[src/rtl/wdt_pkg.sv]
package wdt_pkg;
  localparam logic [31:0] KICK_KEY = 32'h0000_4755;

  localparam logic [1:0] WORD_COUNT  = 2'd0;
  localparam logic [1:0] WORD_RELOAD = 2'd1;
  localparam logic [1:0] WORD_KICK   = 2'd2;
  localparam logic [1:0] WORD_CTRL   = 2'd3;

  typedef struct packed {
    logic       boot;
    logic [1:0] scope;
    logic       tick_sel;
    logic       ext;
    logic       irq;
    logic       rst;
    logic       en;
  } ctrl_t;

  function automatic logic [1:0] scope_map(input logic [1:0] code);
    return (code == 2'd3) ? 2'd0 : code;
  endfunction
endpackage

[src/rtl/wdt_regs.sv]
module wdt_regs
  import wdt_pkg::*;
#(
  parameter int unsigned DATA_W  = 32,
  parameter int unsigned ADDR_W  = 4,
  parameter logic [DATA_W-1:0] RLD_RST = '1
) (
  input  logic              clk,
  input  logic              rst,
  input  logic [ADDR_W-1:0] addr,
  input  logic              wr,
  input  logic [DATA_W-1:0] wdata,
  input  logic [DATA_W-1:0] count,
  output logic [DATA_W-1:0] reload,
  output ctrl_t             ctrl,
  output logic              kick,
  output logic [DATA_W-1:0] rdata
);
  localparam int unsigned WORD_W = ADDR_W - 2;

  logic [WORD_W-1:0] word;
  logic [DATA_W-1:0] rd_mux;

  assign word = addr[ADDR_W-1:2];
  assign kick = wr && (word == WORD_W'(WORD_KICK)) && (wdata == DATA_W'(KICK_KEY));

  always_comb begin
    rd_mux = '0;
    if (word == WORD_W'(WORD_COUNT))  rd_mux = count;
    if (word == WORD_W'(WORD_RELOAD)) rd_mux = reload;
    if (word == WORD_W'(WORD_CTRL))   rd_mux = DATA_W'(ctrl);
  end

  always_ff @(posedge clk) begin
    if (rst) begin
      reload <= RLD_RST;
      ctrl   <= '0;
      rdata  <= '0;
    end else begin
      rdata <= rd_mux;
      if (wr && word == WORD_W'(WORD_RELOAD)) reload <= wdata;
      if (wr && word == WORD_W'(WORD_CTRL))   ctrl   <= ctrl_t'(wdata[7:0]);
    end
  end
endmodule

[src/rtl/wdt_counter.sv]
module wdt_counter #(
  parameter int unsigned DATA_W  = 32,
  parameter logic [DATA_W-1:0] RLD_RST = '1
) (
  input  logic              clk,
  input  logic              rst,
  input  logic              en,
  input  logic              tick_sel,
  input  logic              tick,
  input  logic              kick,
  input  logic [DATA_W-1:0] reload,
  output logic [DATA_W-1:0] count,
  output logic              hit
);
  logic step;

  assign step = en && (tick_sel ? tick : 1'b1);
  assign hit  = step && !kick && (count == '0);

  always_ff @(posedge clk) begin
    if (rst) begin
      count <= RLD_RST;
    end else if (kick || hit) begin
      count <= reload;
    end else if (step) begin
      count <= count - 1'b1;
    end
  end
endmodule

[src/rtl/wdt_events.sv]
module wdt_events
  import wdt_pkg::*;
(
  input  logic       clk,
  input  logic       rst,
  input  logic       hit,
  input  logic       kick,
  input  ctrl_t      ctrl,
  output logic       expire_o,
  output logic       irq_o,
  output logic       rst_req_o,
  output logic       ext_trig_o,
  output logic [1:0] rst_scope_o
);
  always_ff @(posedge clk) begin
    if (rst) begin
      expire_o    <= 1'b0;
      irq_o       <= 1'b0;
      rst_req_o   <= 1'b0;
      ext_trig_o  <= 1'b0;
      rst_scope_o <= 2'd0;
    end else begin
      expire_o    <= hit;
      rst_req_o   <= hit && ctrl.rst;
      ext_trig_o  <= hit && ctrl.ext;
      rst_scope_o <= scope_map(ctrl.scope);
      if (kick)                  irq_o <= 1'b0;
      else if (hit && ctrl.irq)  irq_o <= 1'b1;
    end
  end
endmodule

[src/rtl/wdt_timer.sv]
module wdt_timer
  import wdt_pkg::*;
#(
  parameter int unsigned DATA_W  = 32,
  parameter int unsigned ADDR_W  = 4,
  parameter logic [DATA_W-1:0] RLD_RST = '1
) (
  input  logic              clk,
  input  logic              rst,
  input  logic              tick_1m,
  input  logic [ADDR_W-1:0] bus_addr,
  input  logic              bus_wr,
  input  logic [DATA_W-1:0] bus_wdata,
  output logic [DATA_W-1:0] bus_rdata,
  output logic              expire_o,
  output logic              irq_o,
  output logic              rst_req_o,
  output logic [1:0]        rst_scope_o,
  output logic              ext_trig_o,
  output logic              boot_sec_o
);
  ctrl_t             ctrl;
  logic [DATA_W-1:0] reload;
  logic [DATA_W-1:0] count;
  logic              kick;
  logic              hit;

  wdt_regs #(.DATA_W(DATA_W), .ADDR_W(ADDR_W), .RLD_RST(RLD_RST)) u_regs (
    .clk(clk), .rst(rst), .addr(bus_addr), .wr(bus_wr), .wdata(bus_wdata),
    .count(count), .reload(reload), .ctrl(ctrl), .kick(kick), .rdata(bus_rdata)
  );

  wdt_counter #(.DATA_W(DATA_W), .RLD_RST(RLD_RST)) u_cnt (
    .clk(clk), .rst(rst), .en(ctrl.en), .tick_sel(ctrl.tick_sel), .tick(tick_1m),
    .kick(kick), .reload(reload), .count(count), .hit(hit)
  );

  wdt_events u_evt (
    .clk(clk), .rst(rst), .hit(hit), .kick(kick), .ctrl(ctrl),
    .expire_o(expire_o), .irq_o(irq_o), .rst_req_o(rst_req_o),
    .ext_trig_o(ext_trig_o), .rst_scope_o(rst_scope_o)
  );

  assign boot_sec_o = ctrl.boot;
endmodule

[config.mk]
export PLATFORM = sky130hd
export DESIGN_NAME = wdt_timer
export DESIGN_NICKNAME = d
export VERILOG_FILES = /design/src/rtl/wdt_pkg.sv /design/src/rtl/wdt_regs.sv /design/src/rtl/wdt_counter.sv /design/src/rtl/wdt_events.sv /design/src/rtl/wdt_timer.sv
export SDC_FILE = /design/constraint.sdc
export NUM_CORES = 1
export LEC_CHECK = 0
export ABC_AREA = 0
export BUFFER_PORTS_ARGS = -buffer_cell sky130_fd_sc_hd__buf_2
export CORE_MARGIN = 8
export CORE_UTILIZATION = 47
export CTS_CLUSTER_SIZE = 12
export DETAILED_ROUTE_END_ITERATION = 10
export HOLD_SLACK_MARGIN = 0.12
export MAX_ROUTING_LAYER = met4
export PLACE_DENSITY = 0.66
export SLEW_MARGIN = 20
export SYNTH_ARGS = -nofsm -noshare
export SYNTH_HDL_FRONTEND = slang
export SYNTH_SLANG_ARGS = --single-unit
export TNS_END_PERCENT = 30
[constraint.sdc]
create_clock -name clk -period 2.7 [get_ports clk]
set_input_delay 0.675 -clock clk [delete_from_list [all_inputs] [get_ports clk]]
set_output_delay 0.675 -clock clk [all_outputs]
set_load 0.05 [all_outputs]
==> results by group, run 1 <==
Run status
  – Outcome: completed

Clock tree
  – Htree depth: 3
  – Clk Tree Root Cell: clkbuf_8
  – Worst-Skew Late Latency: 370 ps
  – CTS sink count: 110
  – Clk slew on worst S/H paths: 100 ps
  – Max Root-Sink Buffers: 2
  – Hold Buf Count CTS: 0
  – CTS resizes: 0
  – Post-CTS setup buffers: 0
  – CTS tree: built
  – CTS buffer count: 9

Detailed routing
  – Vias: 4090
  – Avg Vias per Cell: 5.48
  – Wire per inst: 16.6 µm
  – Drt pass-1 iters: 4
  – Total wire length: 12.4 mm
  – # DRC: 0
  – DR iter-0 viols: 261
  – Antenna viol nets, final: 0

Timing
  – Tcrit/Tclk final: 89.8%
  – Setup TNS: 0 ps
  – Worst relative slew slack: 53.4%
  – Max-slew violation count: 0
  – Tmin final: 2420 ps
  – RSZ-0062 raised after global routing: no
  – Final hold vios: 0
  – Final setup viols: 0
  – Measured slew at the worst slew-check pin: 699 ps
  – Achievable frequency: 412 MHz
  – Clk_skew: 11.1 ps

Finish
  – Filler Cell Count: 932
  – Antenna fix cells: 0
  – Area of the multi-input gates: 2400 µm²
  – FF+latch area: 2200 µm²
  – Fraction of layout cells with a size suffix above 1: 22.8%
  – Final core utilization: 56.6%
  – Nets@finish: 650
  – Area growth syn-to-layout: 16.6%

Global route
  – First-pass GRT wire length: 20.5 mm
  – Gr usage total: 19.7%
  – Grt total ovfl: 0
  – Vias in the first global route: 4119
  – Initial antenna violation count: 0
  – Largest net degree at the start of global routing: 53

Setup path
  – CP Capture Type: flip-flop
  – Worst path max stage delay: 600 ps
  – Setup CP Type: reg2reg
  – R2r endpoint: u_cnt.count[6]
  – Crit path to: u_cnt.count[6]
  – Reg2Reg Setup Slack: 280 ps
  – Crit path launch: u_cnt.count[2]
  – Most used cell, CP: or4_4
  – Worst r2r src: u_cnt.count[2]
  – Slowest CP cell: or4_4
  – Startpoint Class: flip-flop
  – Cells on worst reg2reg path: 5
  – Worst endpoint data arrival time: 2650 ps
  – CP max FO: 6
  – Cell Chain, Critical Path: or4_4, or4_4, or3_1, a21oi_1, o21ai_0
  – Worst path required time: 2930 ps

Pwr
  – Share of power burned in registers: 55.6%
  – VDD IR max: 0.305 mV
  – Total power: 3.08 mW
  – Leak pwr: 2.34 nW
  – Clk pwr share: 32.8%
  – Pint: 2.27 mW
  – Comb pwr share: 11.6%
  – Pwr dens: 557 nW/µm²
  – Net Sw Frac: 26.3%
  – Sw power: 0.810 mW

Synth
  – Top FF cell, synth: dfxtp_1
  – Synth Area per Inst: 8.90 µm²
  – Sequential share of the synthesized area: 46.4%
  – Netlist cell types: 46
  – Top cell type's share of synthesized area: 46.4%
  – Synthesized cell area: 4750 µm²
  – #FFs+latches synth: 110
  – Synth area leaders: dfxtp_1 46%, mux2i_1 6.7%, nand2_1 5.5%, nor2_1 5.4%, nand3_1 3.9%
  – Asr flop ratio synth: 0%
  – Synth area leader: dfxtp_1
  – Cells after synthesis: 533
  – Most frequent cell after synthesis: dfxtp_1
  – Post-synth EDFFs: 0
  – Syn Nets: 574
  – Most frequent cells after synthesis: 110 x dfxtp_1, 69 x nand2_1, 68 x nor2_1
  – Ys Warns: 0

Worst hold path
  – HP Class: reg2reg

Floorplan
  – Die height: 116 µm
  – Ports: 79
  – Rows: 36
  – Die Area: 13600 µm²
  – Placeable core area: 9770 µm²
  – Initial Util: 48.6%
  – Die X-Extent: 116 µm

Place
  – RePlAce Congestion: 0.883
  – DP Wirelength: 8.93 mm
  – Port Buffers: 76

Job
  – Max cap viols: 0
[placed cells by master (no fill, tap or decap), drive strengths merged, types with 2 or more instances in the layout]
| cell type | count |
|---|---|
| a21oi | 5 |
| a22oi | 18 |
| a32oi | 2 |
| and2 | 2 |
| buf | 99 |
| clkbuf | 13 |
| clkinv | 2 |
| dfxtp | 110 |
| inv | 3 |
| mux2 | 8 |
| mux2i | 32 |
| nand2 | 69 |
| nand2b | 2 |
| nand3 | 37 |
| nand4 | 11 |
| nand4b | 3 |
| nor2 | 68 |
| nor3 | 15 |
| nor3b | 2 |
| nor4 | 20 |
| nor4bb | 2 |
| o211ai | 17 |
| o21ai | 22 |
| or2 | 3 |
| or3 | 3 |
| or4 | 8 |
| xnor2 | 21 |
| xor2 | 7 |
[area by class of cell]
type                       count  area share (%)
tap                          133            3.01
clock buffer                  13            2.87
inverter                       4           0.271
multi-input combinational    385            43.3
clock inverter                 3           0.769
timing repair buffer          99            9.99
sequential                   110            39.8
[registers in the layout (all words and copies together) (netlist names), 2 cells and up]
name,flops
u_evt.rst_scope_o,2
u_cnt.count,32
u_regs.reload,32
u_regs.ctrl,8
u_regs.rdata,32
[power groups by stage]
stage	Combinational, mW	Clock (mW)	Sequential [mW]
after global placement	0.356	0	1.75
after global routing	0.388	1.10	1.72
after CTS	0.361	1.03	1.71
final	0.358	1.01	1.71
after floorplan	0.142	0	1.85
after detailed placement	0.360	0	1.75
[worst min path at each step]
stage                      startpoint                    to  slack [ps]  cells past startpoint
floorplan              u_regs.ctrl[6]  u_evt.rst_scope_o[0]         430                      1
global placement     u_regs.reload[9]      u_regs.reload[9]         470                      2
detailed placement  u_regs.reload[11]     u_regs.reload[11]         470                      2
CTS                 u_regs.reload[11]     u_regs.reload[11]         490                      2
global route         u_regs.reload[9]      u_regs.reload[9]         510                      2
finish              u_regs.reload[11]     u_regs.reload[11]         480                      2
[metrics by stage]
step	instances	hold WS (ps)	area, µm²	setup slack (ps)
2_1_floorplan	533	429	4750	260
3_3_place_gp	731	471	5330	1.58
3_5_place_dp	731	473	5330	35.9
4_1_cts	747	486	5530	282
5_1_grt	747	511	5530	166
6_report	747	481	5530	275
[critical path, delay by kind of cell (launching register included)]
family,cells,cell delay (ps)
flip-flops,1,380
AND/OR/NAND/NOR,3,1600
AO/OA/AOI/OAI,2,300
[kinds of logic after synthesis]
| group | after synthesis | share of synthesized area (%) |
|---|---|---|
| adder cells (fa/ha/maj) | 1 | 0.264 |
| AND/OR/NAND/NOR | 250 | 26.9 |
| XOR/XNOR | 28 | 5.17 |
| AO/OA/AOI/OAI | 66 | 9.31 |
| flip-flops | 110 | 46.4 |
| buffers and inverters | 38 | 3.30 |
| multiplexers | 40 | 8.65 |
[metal layers]
layer / vias to the layer above / global-route usage [%] / wire [µm]
li1: 2032 / - / -
met1: 1936 / 25.5 / 5960
met2: 107 / 30.0 / 5470
met5: - / - / 0
met4: 0 / 7.95 / 234
met3: 15 / 3.10 / 737
Note: power is estimated with default switching activity, not from simulation.
==> run 2: changes to the inputs <==
Settings changed: ABC_AREA 0 to 1.
==> results by group, run 2 <==
Run status
  – Outcome: completed

Synth
  – Most frequent cells after synthesis: 200 x nand2_1, 110 x dfxtp_1, 72 x nor2_1
  – Most frequent cell after synthesis: nand2_1
  – Synth area leaders: dfxtp_1 43%, nand2_1 15%, a21oi_1 6.5%, nor2_1 5.3%, nand3_1 4.8%
  – Netlist cell types: 34 (-26%)
  – #FFs+latches synth: 110 (unchanged)
  – Asr flop ratio synth: 0% (unchanged)
  – Top FF cell, synth: dfxtp_1
  – Sequential share of the synthesized area: 43.5% (-2.9 points)
  – Synth Area per Inst: 7.08 µm² (-20%)
  – Cells after synthesis: 715 (+34%)
  – Ys Warns: 0 (unchanged)
  – Synth area leader: dfxtp_1
  – Top cell type's share of synthesized area: 43.5% (-2.9 points)
  – Syn Nets: 756 (+32%)
  – Post-synth EDFFs: 0 (unchanged)
  – Synthesized cell area: 5060 µm² (+6.7%)

Setup path
  – Startpoint Class: flip-flop
  – Cells on worst reg2reg path: 11 (+6)
  – Worst r2r src: u_cnt.count[0]
  – Most used cell, CP: nor2_4
  – CP max FO: 35 (+29)
  – R2r endpoint: u_cnt.count[29]
  – Worst path required time: 2980 ps (+50 ps)
  – CP Buf/Inv Count: 3 (+3)
  – Worst endpoint data arrival time: 2380 ps (-270 ps)
  – Setup CP Type: reg2reg
  – Reg2Reg Setup Slack: 600 ps (+320 ps)
  – CP delay by family, top: simple AND/OR/NAND/NOR gates
  – Crit path to: u_cnt.count[29]
  – Cell Chain, Critical Path: inv_1, ha_1, nand3_4, nor2_4, inv_2, nor2_4, nand2_4, nand2_8, inv_4, nand3_1, nand2_1
  – CP Capture Type: flip-flop
  – Worst path max stage delay: 330 ps (-270 ps)
  – WP depth: 11 (+6)
  – Slowest CP cell: dfxtp_1
  – Crit path launch: u_cnt.count[0]

Finish
  – Most common cell after layout, fill and taps aside: nand2_1
  – Area growth syn-to-layout: 14.9%
  – Top Registers: u_cnt.count x32, u_regs.rdata x32, u_regs.reload x32
  – Fraction of layout cells with a size suffix above 1: 16.5% (-6.3 points)
  – Commonest cells after routing, fill and taps aside: 200 x nand2_1, 110 x dfxtp_1, 76 x buf_2, 71 x nor2_1, 66 x a21oi_1
  – Filler Cell Count: 1100 (+18%)
  – FF+latch area: 2200 µm² (unchanged)
  – Final core utilization: 54.4% (-2.3 points)
  – Area of the multi-input gates: 2420 µm² (+0.84%)
  – Nets@finish: 819 (+26%)
  – Antenna fix cells: 0 (unchanged)

Timing
  – Measured slew at the worst slew-check pin: 523 ps (-176 ps)
  – Tcrit/Tclk final: 77.9% (-12 points)
  – Clk_skew: 14.3 ps (+3.15 ps)
  – Final hold vios: 0 (unchanged)
  – Hold WS: 446 ps (-34.8 ps)
  – Setup TNS: 0 ps (unchanged)
  – Max-slew violation count: 0 (unchanged)
  – Tmin final: 2100 ps (-321 ps)
  – Worst relative slew slack: 65.0% (+12 points)
  – Setup ws final: 596 ps (+321 ps)
  – Achievable frequency: 475 MHz (+15%)
  – Final setup viols: 0 (unchanged)
  – RSZ-0062 raised after global routing: no

Global route
  – GR Util met1: 24.6% (-0.96 points)
  – Grt total ovfl: 0 (unchanged)
  – GR Util met3: 3.99% (+0.89 points)
  – Vias in the first global route: 4776 (+16%)
  – Largest net degree at the start of global routing: 39 (-26%)
  – First-pass GRT wire length: 22.7 mm (+11%)
  – GRT met2 Usage: 31.5% (+1.5 points)
  – GR peak layer: met2
  – Gr usage total: 19.8% (+0.15 points)
  – Initial antenna violation count: 0 (unchanged)

Job
  – Max cap viols: 0 (unchanged)

Clock tree
  – CTS tree: built
  – Hold Buf Count CTS: 0 (unchanged)
  – CTS sink count: 110 (unchanged)
  – Max Root-Sink Buffers: 2 (unchanged)
  – Htree depth: 3 (unchanged)
  – Post-CTS setup buffers: 0 (unchanged)
  – CTS buffer count: 9 (unchanged)
  – Clk Tree Root Cell: clkbuf_8
  – Worst-Skew Late Latency: 390 ps (+20 ps)
  – CTS resizes: 0 (unchanged)
  – Clk slew on worst S/H paths: 110 ps (about the same)

Floorplan
  – Die Area: 14300 µm² (+5.7%)
  – Initial Util: 47.3% (-1.2 points)
  – Rows: 38 (+5.6%)
  – Placeable core area: 10700 µm² (+9.4%)
  – Ports: 79 (unchanged)
  – Die X-Extent: 120 µm (+2.8%)
  – Die height: 120 µm (+2.8%)

Detailed routing
  – Antenna viol nets, final: 0 (unchanged)
  – Vias: 4804 (+17%)
  – Total wire length: 13.4 mm (+8.0%)
  – Drt pass-1 iters: 5 (+1)
  – DR iter-0 viols: 322 (+23%)
  – # DRC: 0 (unchanged)
  – Wire per inst: 14.5 µm (-13%)
  – Avg Vias per Cell: 5.20 (-4.9%)

Place
  – DP Wirelength: 9.47 mm (+6.1%)
  – Setup WS pre-CTS: 460 ps (+424 ps)
  – Port Buffers: 76 (unchanged)
  – RePlAce Congestion: 0.843 (-4.4%)

Pwr
  – Share of power burned in registers: 49.8% (-5.8 points)
  – Total power: 3.48 mW (+13%)
  – Pwr dens: 599 nW/µm² (+7.6%)
  – Net Sw Frac: 26.5% (+0.27 points)
  – Sw power: 0.925 mW (+14%)
  – Pint: 2.56 mW (+13%)
  – Leak pwr: 2.90 nW (+24%)
  – VDD IR max: 0.304 mV (-0.27%)
  – Clk pwr share: 38.1% (+5.3 points)
  – Comb pwr share: 12.0% (+0.4 points)

Worst hold path
  – HP Class: reg2reg
[run 2: changes by cell type in the layout (fill, tap and decap cells not counted), sizes merged, moves of 12 or more]
cell,change
nand4,+13
buf,-13
nor2,+12
a21oi,+61
mux2i,-32
a22oi,-18
inv,+69
nand2,+135
xnor2,-16
nand3,+20
nor4,-19
[run 2: final cells by class]
cell class	instances	share of cell area, %
clock buffer	10	2.37
clock inverter	6	2.41
inverter	72	4.73
multi-input combinational	499	41.6
sequential	110	37.9
tap	140	3.01
timing repair buffer	86	8.05
[run 2: metrics by stage]
stage               instances  instance area (µm²)
floorplan                 715                 5060
global placement          907                 5540
detailed placement        907                 5540
CTS                       923                 5810
global route              923                 5810
finish                    923                 5810
[run 2: logic make-up (layout without fill, tap and decap cells)]
family,after synthesis,in the layout,synth area share [%]
compound gates,111,111,12.0
xor+xnor,14,14,2.42
fa+ha+maj,1,1,0.247
buf+inv,106,174,8.82
flops,110,110,43.5
simple gates,373,373,33.0
[run 2: layer usage]
layer  vias up  share of wire, %
li1       2437                 -
met1      2199                46
met2       145                46
met3        23               6.4
met4         0               2.0
met5         -                 0
[run 2: worst min path at each step]
stage | depth (start not counted) | end | slack [ps] | start
after floorplan | 1 | u_evt.rst_scope_o[1] | 400 | u_regs.ctrl[5]
after global placement | 1 | u_evt.rst_scope_o[1] | 420 | u_regs.ctrl[5]
after detailed placement | 1 | u_evt.rst_scope_o[1] | 420 | u_regs.ctrl[5]
final | 1 | u_evt.rst_scope_o[1] | 450 | u_regs.ctrl[5]
after CTS | 1 | u_evt.rst_scope_o[1] | 440 | u_regs.ctrl[5]
after global routing | 1 | u_evt.rst_scope_o[0] | 460 | u_regs.ctrl[6]
[run 2: power by group through the flow]
stage / registers, mW / logic [mW] / clock network (mW)
final: 1.74 / 0.419 / 1.33
after global routing: 1.74 / 0.462 / 1.41
after CTS: 1.74 / 0.421 / 1.35
after detailed placement: 1.77 / 0.418 / 0
after global placement: 1.77 / 0.412 / 0
after floorplan: 1.88 / 0.178 / 0
